===== src/rtl/remap_pkg.sv =====
package remap_pkg;
  localparam int ADDR_W   = 32;
  localparam int PASS_W   = 16;
  localparam int HI_W     = ADDR_W - PASS_W;
  localparam int OFS_W    = 4;
  localparam int NUM_REGS = 3;

  localparam logic [OFS_W-1:0] OFS_CTRL   = 4'h0;
  localparam logic [OFS_W-1:0] OFS_PREFIX = 4'h8;
  localparam logic [OFS_W-1:0] OFS_MASK   = 4'hC;

  localparam int GATE_BRIDGE_BIT = 8;
  localparam int GATE_FWH_BIT    = 10;

  typedef enum logic [1:0] {
    RIDX_CTRL   = 2'd0,
    RIDX_PREFIX = 2'd1,
    RIDX_MASK   = 2'd2
  } reg_idx_e;

  // Window is active only with both gate bits set.
  function automatic logic gates_open(input logic g_bridge, input logic g_fwh);
    return g_bridge & g_fwh;
  endfunction

  // One bit of the substituted upper address.
  function automatic logic subst_bit(input logic req_b, input logic keep_b,
                                     input logic pfx_b, input logic repl_b);
    return (req_b & keep_b) | (pfx_b & repl_b);
  endfunction

  // One bit of the window compare: 1 means this position disagrees.
  function automatic logic diff_bit(input logic req_b, input logic win_b,
                                    input logic keep_b);
    return (~keep_b) & (req_b ^ win_b);
  endfunction
endpackage


===== src/rtl/remap_regs.sv =====
module remap_regs
  import remap_pkg::*;
#(
  parameter int DW          = 2 * HI_W,
  parameter int BRIDGE_BIT  = GATE_BRIDGE_BIT,
  parameter int FWH_BIT     = GATE_FWH_BIT
) (
  input  logic             clk,
  input  logic             rst_n,
  input  logic             we,
  input  logic [OFS_W-1:0] addr,
  input  logic [DW-1:0]    wdata,
  output logic [DW-1:0]    rdata,
  output logic             gate_bridge,
  output logic             gate_fwh,
  output logic [DW-1:0]    prefix_word,
  output logic [DW-1:0]    mask_word
);
  localparam logic [OFS_W-1:0] REG_OFS [NUM_REGS] = '{OFS_CTRL, OFS_PREFIX, OFS_MASK};

  logic [NUM_REGS-1:0][DW-1:0] regs_q;
  logic [NUM_REGS-1:0]         sel;
  logic                        addr_known;

  for (genvar i = 0; i < NUM_REGS; i++) begin : g_reg
    assign sel[i] = (addr == REG_OFS[i]);

    always_ff @(posedge clk or negedge rst_n) begin
      if (!rst_n) begin
        regs_q[i] <= '0;
      end else if (we && sel[i]) begin
        regs_q[i] <= wdata;
      end
    end
  end

  assign addr_known = |sel;

  always_comb begin
    rdata = '0;
    for (int i = 0; i < NUM_REGS; i++) begin
      if (sel[i]) rdata = rdata | regs_q[i];
    end
  end

  assign gate_bridge = regs_q[RIDX_CTRL][BRIDGE_BIT];
  assign gate_fwh    = regs_q[RIDX_CTRL][FWH_BIT];
  assign prefix_word = regs_q[RIDX_PREFIX];
  assign mask_word   = regs_q[RIDX_MASK];

  // reset clears every register
  assert_reset_clear_R1: assert property (@(posedge clk)
    !rst_n |=> (regs_q == '0));

  // a mapped write lands in full
  assert_write_lands_R2: assert property (@(posedge clk) disable iff (!rst_n)
    (we && addr == OFS_MASK) |=> (mask_word == $past(wdata)));

  assert_prefix_lands_R2: assert property (@(posedge clk) disable iff (!rst_n)
    (we && addr == OFS_PREFIX) |=> (prefix_word == $past(wdata)));

  // stray writes change nothing
  assert_stray_write_R3: assert property (@(posedge clk) disable iff (!rst_n)
    (we && !addr_known) |=> $stable(regs_q));
endmodule


===== src/rtl/remap_xlate.sv =====
module remap_xlate
  import remap_pkg::*;
#(
  parameter int AW  = ADDR_W,
  parameter int PW  = PASS_W,
  localparam int HW = AW - PW
) (
  input  logic          clk,
  input  logic          rst_n,
  input  logic          gate_bridge,
  input  logic          gate_fwh,
  input  logic [2*HW-1:0] prefix_word,
  input  logic [2*HW-1:0] mask_word,
  input  logic [AW-1:0] req_addr,
  output logic [AW-1:0] loc_addr,
  output logic          hit
);
  logic [HW-1:0] req_hi, win_pfx, loc_pfx, keep_m, repl_m;
  logic [HW-1:0] xl_hi, mismatch;
  logic          enabled, in_window;

  assign req_hi  = req_addr[AW-1:PW];
  assign win_pfx = prefix_word[HW-1:0];
  assign loc_pfx = prefix_word[2*HW-1:HW];
  assign keep_m  = mask_word[HW-1:0];
  assign repl_m  = mask_word[2*HW-1:HW];

  for (genvar b = 0; b < HW; b++) begin : g_bit
    assign xl_hi[b]    = subst_bit(req_hi[b], keep_m[b], loc_pfx[b], repl_m[b]);
    assign mismatch[b] = diff_bit(req_hi[b], win_pfx[b], keep_m[b]);
  end

  assign enabled   = gates_open(gate_bridge, gate_fwh);
  assign in_window = ~|mismatch;
  assign hit       = enabled & in_window;
  assign loc_addr  = hit ? {xl_hi, req_addr[PW-1:0]} : '0;

  // no hit without both gate bits
  assert_gate_needed_R4: assert property (@(posedge clk) disable iff (!rst_n)
    hit |-> (gate_bridge && gate_fwh));

  // kept-only bits follow the request
  assert_keep_bits_R6: assert property (@(posedge clk) disable iff (!rst_n)
    hit |-> (((loc_addr[AW-1:PW] ^ req_hi) & keep_m & ~repl_m) == '0));

  // page offset passes through
  assert_pass_low_R7: assert property (@(posedge clk) disable iff (!rst_n)
    hit |-> (loc_addr[PW-1:0] == req_addr[PW-1:0]));

  // a miss yields zero
  assert_miss_zero_R8: assert property (@(posedge clk) disable iff (!rst_n)
    !hit |-> (loc_addr == '0));
endmodule


===== src/rtl/fw_remap_window.sv =====
module fw_remap_window
  import remap_pkg::*;
#(
  parameter int AW         = ADDR_W,
  parameter int PW         = PASS_W,
  parameter int BRIDGE_BIT = GATE_BRIDGE_BIT,
  parameter int FWH_BIT    = GATE_FWH_BIT,
  localparam int HW        = AW - PW,
  localparam int DW        = 2 * HW
) (
  input  logic             clk,
  input  logic             rst_n,
  input  logic             cfg_we,
  input  logic [OFS_W-1:0] cfg_addr,
  input  logic [DW-1:0]    cfg_wdata,
  output logic [DW-1:0]    cfg_rdata,
  input  logic [AW-1:0]    req_addr,
  output logic [AW-1:0]    loc_addr,
  output logic             win_hit
);
  logic          gate_bridge, gate_fwh;
  logic [DW-1:0] prefix_word, mask_word;

  remap_regs #(
    .DW(DW), .BRIDGE_BIT(BRIDGE_BIT), .FWH_BIT(FWH_BIT)
  ) u_regs (
    .clk(clk), .rst_n(rst_n), .we(cfg_we), .addr(cfg_addr),
    .wdata(cfg_wdata), .rdata(cfg_rdata),
    .gate_bridge(gate_bridge), .gate_fwh(gate_fwh),
    .prefix_word(prefix_word), .mask_word(mask_word)
  );

  remap_xlate #(.AW(AW), .PW(PW)) u_xlate (
    .clk(clk), .rst_n(rst_n),
    .gate_bridge(gate_bridge), .gate_fwh(gate_fwh),
    .prefix_word(prefix_word), .mask_word(mask_word),
    .req_addr(req_addr), .loc_addr(loc_addr), .hit(win_hit)
  );
endmodule


===== config.mk =====
export PLATFORM = sky130hd
export DESIGN_NAME = fw_remap_window
export DESIGN_NICKNAME = d
export VERILOG_FILES = /design/src/rtl/remap_pkg.sv /design/src/rtl/remap_regs.sv /design/src/rtl/remap_xlate.sv /design/src/rtl/fw_remap_window.sv
export SDC_FILE = /design/constraint.sdc
export NUM_CORES = 1
export LEC_CHECK = 0
export BUFFER_PORTS_ARGS = -buffer_cell sky130_fd_sc_hd__buf_2
export CORE_AREA = 2 2 97 99
export CTS_CLUSTER_DIAMETER = 40
export DETAILED_ROUTE_END_ITERATION = 10
export DIE_AREA = 0 0 99 101
export PLACE_DENSITY_LB_ADDON = 0.12
export RECOVER_POWER = 100
export SLEW_MARGIN = 10
export SYNTH_ARGS = -nofsm -noshare
export SYNTH_HDL_FRONTEND = slang
export SYNTH_SLANG_ARGS = --single-unit

===== constraint.sdc =====
create_clock -name clk -period 3.06 [get_ports clk]
set_input_delay 0.459 -clock clk [delete_from_list [all_inputs] [get_ports clk]]
set_output_delay 0.459 -clock clk [all_outputs]
set_load 0.005 [all_outputs]

==> flow_metrics.py <==
metrics = {
    "critical_path": {
        "start_kind": "flip-flop",
        "worstPathMaxFanout": 6,
        "crit_arrival_ns": 2.44,
        "end_kind": "output pin",
        "criticalPathCategory": "reg2out",
        "required_ns": 2.60,
    },
    "synthesis": {
        "ys_ff_latch": 96,
        "syn-num-nets": 458,
        "avgSynthCellArea_sq_um": 12.45,
        "netlist_instances": 387,
        "yosysSeqAreaShare": 0.4984,
        "syn_area_sq_mm": 0.004820,
        "synth_warnings": 0,
        "synth_cell_types": 26,
    },
    "floorplanning": {
        "rows": 35,
        "initial_core_util": 0.5369,
        "die_w_microns": 99,
        "dieHeight_microns": 101,
        "dieArea_sq_mm": 0.009999,
        "coreArea_sq_mm": 0.008977,
        "io_pins": 136,
    },
    "pwr": {
        "total_power_mw": 3.434,
        "intPower_mw": 2.416,
        "p_leak_nw": 2.722,
        "combPwrFrac": 0.212,
        "p_sw_mw": 1.018,
        "switching_share": 0.2964,
        "power_density_mw_per_mm2": 604.0,
        "ir_drop_uv": 316.5,
        "clkPwrFrac": 0.263,
        "pwr-share-seq": 0.525,
    },
    "clocking": {
        "cts_tree": "built",
        "path_clk_slew_ns": 0.10,
        "cts_buffers": 9,
        "htreeDepth": 3,
        "cts-root-buf": "clkbuf_8",
        "ctsHoldBuffers": 0,
        "post-cts-setup-buffers": 0,
        "cts.sinks": 96,
        "clock_latency_ns": 0.34,
        "cts_max_path_buffers": 2,
        "ctsResizeCount": 0,
    },
    "flow_run": {
        "drv_cap": 0,
    },
    "route": {
        "drc": 0,
        "finalWirelength_microns": 12490,
        "drt_pass1_iterations": 6,
        "routedWlPerCell_microns": 19.64,
        "vias": 3787,
        "ant_nets": 0,
        "via_per_inst": 5.954,
        "drt-initial-drc-count": 265,
    },
    "sta": {
        "timing.final.crit_share": 0.9486,
        "rsz0062_at_grt": "false",
        "skew_ns": 0,
        "finalSetupTns_ns": 0,
        "hold_violations": 0,
        "slew_headroom": 0.07485,
        "min_period_ns": 2.903,
        "finalSetupViolCount": 0,
        "slew_violations": 0,
        "max_freq_mhz": 344.5,
        "worst_slack_ns": 0.1573,
        "tightest_slew_ns": 1.388,
    },
    "global_routing": {
        "track_usage": 0.2481,
        "grt_pass1_wl_microns": 19450,
        "antenna_found_initial": 0,
        "grt_pass1_vias": 3785,
        "grt.overflow.total": 0,
        "grt_start_max_net_pins": 57,
    },
    "final_layout": {
        "layout_commonest_cell": "dfrtp_1",
        "final_cell_mix": "dfrtp_1, buf_2, mux2_2",
        "area_growth_pct": 17.94,
        "fillers": 767,
        "final_nets": 592,
        "drive_gt1_frac": 0.4210,
        "fin_cells": 636,
        "diodes": 0,
    },
    "place": {
        "place_hpwl_microns": 8628,
        "gp_congestion": 0.7920,
        "port_buffers": 135,
        "post-place-ws_ns": 0.3847,
        "dp_cells": 621,
    },
    "hold_path": {
        "hp-class": "in2reg",
    },
    "status": {
        "outcome": "completed",
    },
}
cells in the mapped netlist (all sizes together):
master	count	area share
a21o	1	0.0016
a21oi	1	0.0010
a222oi	32	0.066
a22oi	16	0.025
buf	17	0.023
clkbuf	12	0.0093
dfrtp	96	0.50
inv	33	0.026
mux2	96	0.22
nand2	21	0.016
nor2	1	0.00078
nor3	18	0.020
nor4	17	0.044
nor4b	1	0.0031
o22ai	7	0.0091
or4	2	0.0031
xnor2	15	0.027
xor2	1	0.0018
cell type report:
cell class	instances	area, sq um	share of cell area
multi-input cells	229	2072	0.3645
repair buffers	152	730.7	0.1285
clock inverters	6	92.59	0.01629
inverters	33	123.9	0.02179
clock buffers	9	123.9	0.02179
well taps	111	138.9	0.02443
flip-flops and latches	96	2402	0.4226
cells by family (layout without fill, tap and decap cells):
family,Yosys count,in the layout,share of synthesized area
xor+xnor,16,16,0.02908
mux,96,96,0.2243
compound gates,57,57,0.1031
simple gates,60,60,0.08697
flops,96,96,0.4984
buf+inv,62,200,0.05815
state kept, by name, summed over array words and instances (netlist names):
register,flops
u_regs.mask_word,32
u_regs.gate_fwh,1
u_regs.prefix_word,32
u_regs.gate_bridge,1
u_regs.regs_q,30
worst paths after layout:
kind	start	to	slack [ns]	depth (start not counted)
worst max-delay path	u_regs.prefix_word[14]	loc_addr[21]	0.16	6
worst min-delay path	cfg_wdata[4]	u_regs.regs_q[4]	0.36	2
worst max register to register	u_regs.mask_word[1]	u_regs.mask_word[1]	2.23	1
worst min register to register	u_regs.regs_q[0]	u_regs.regs_q[0]	0.52	1
max in group asynchronous	rst_n	u_regs.prefix_word[26]	0.92	2
min in group asynchronous	rst_n	u_regs.regs_q[3]	0.40	1
worst max-delay path, stage by stage, from the launching register on:
cell and delay [ns]:
dfrtp_1 0.41, xnor2_1 0.16, o22ai_1 0.09, or4_1 0.67, buf_4 0.24, nor4_1 0.33, buf_2 0.19
power by group through the flow:
stage / clock network [mW] / registers (mW) / logic, mW
finish: 0.905 / 1.80 / 0.727
global route: 0.972 / 1.84 / 0.800
CTS: 0.926 / 1.79 / 0.764
detailed placement: 0 / 1.82 / 0.759
global placement: 0 / 1.81 / 0.730
floorplan: 0 / 1.75 / 0.552
layer usage:
metal | track usage | up-vias | routed length [microns]
met5 | 0 | - | 0
li1 | - | 1723 | -
met2 | 0.4163 | 143 | 6320
met3 | 0.03329 | 9 | 771
met1 | 0.3361 | 1912 | 5299
met4 | 0.08114 | 0 | 98
metrics by stage:
stage / utilization / instance area, sq um / hold WS [ns]
CTS: 0.6542 / 5873 / 0.1587
floorplan: - / 4820 / 0.1634
global route: 0.6332 / 5684 / 0.3492
global placement: 0.6301 / 5657 / 0.4873
detailed placement: 0.6301 / 5657 / 0.4951
finish: 0.6332 / 5684 / 0.3594
Power figures use the tool's default switching activity.
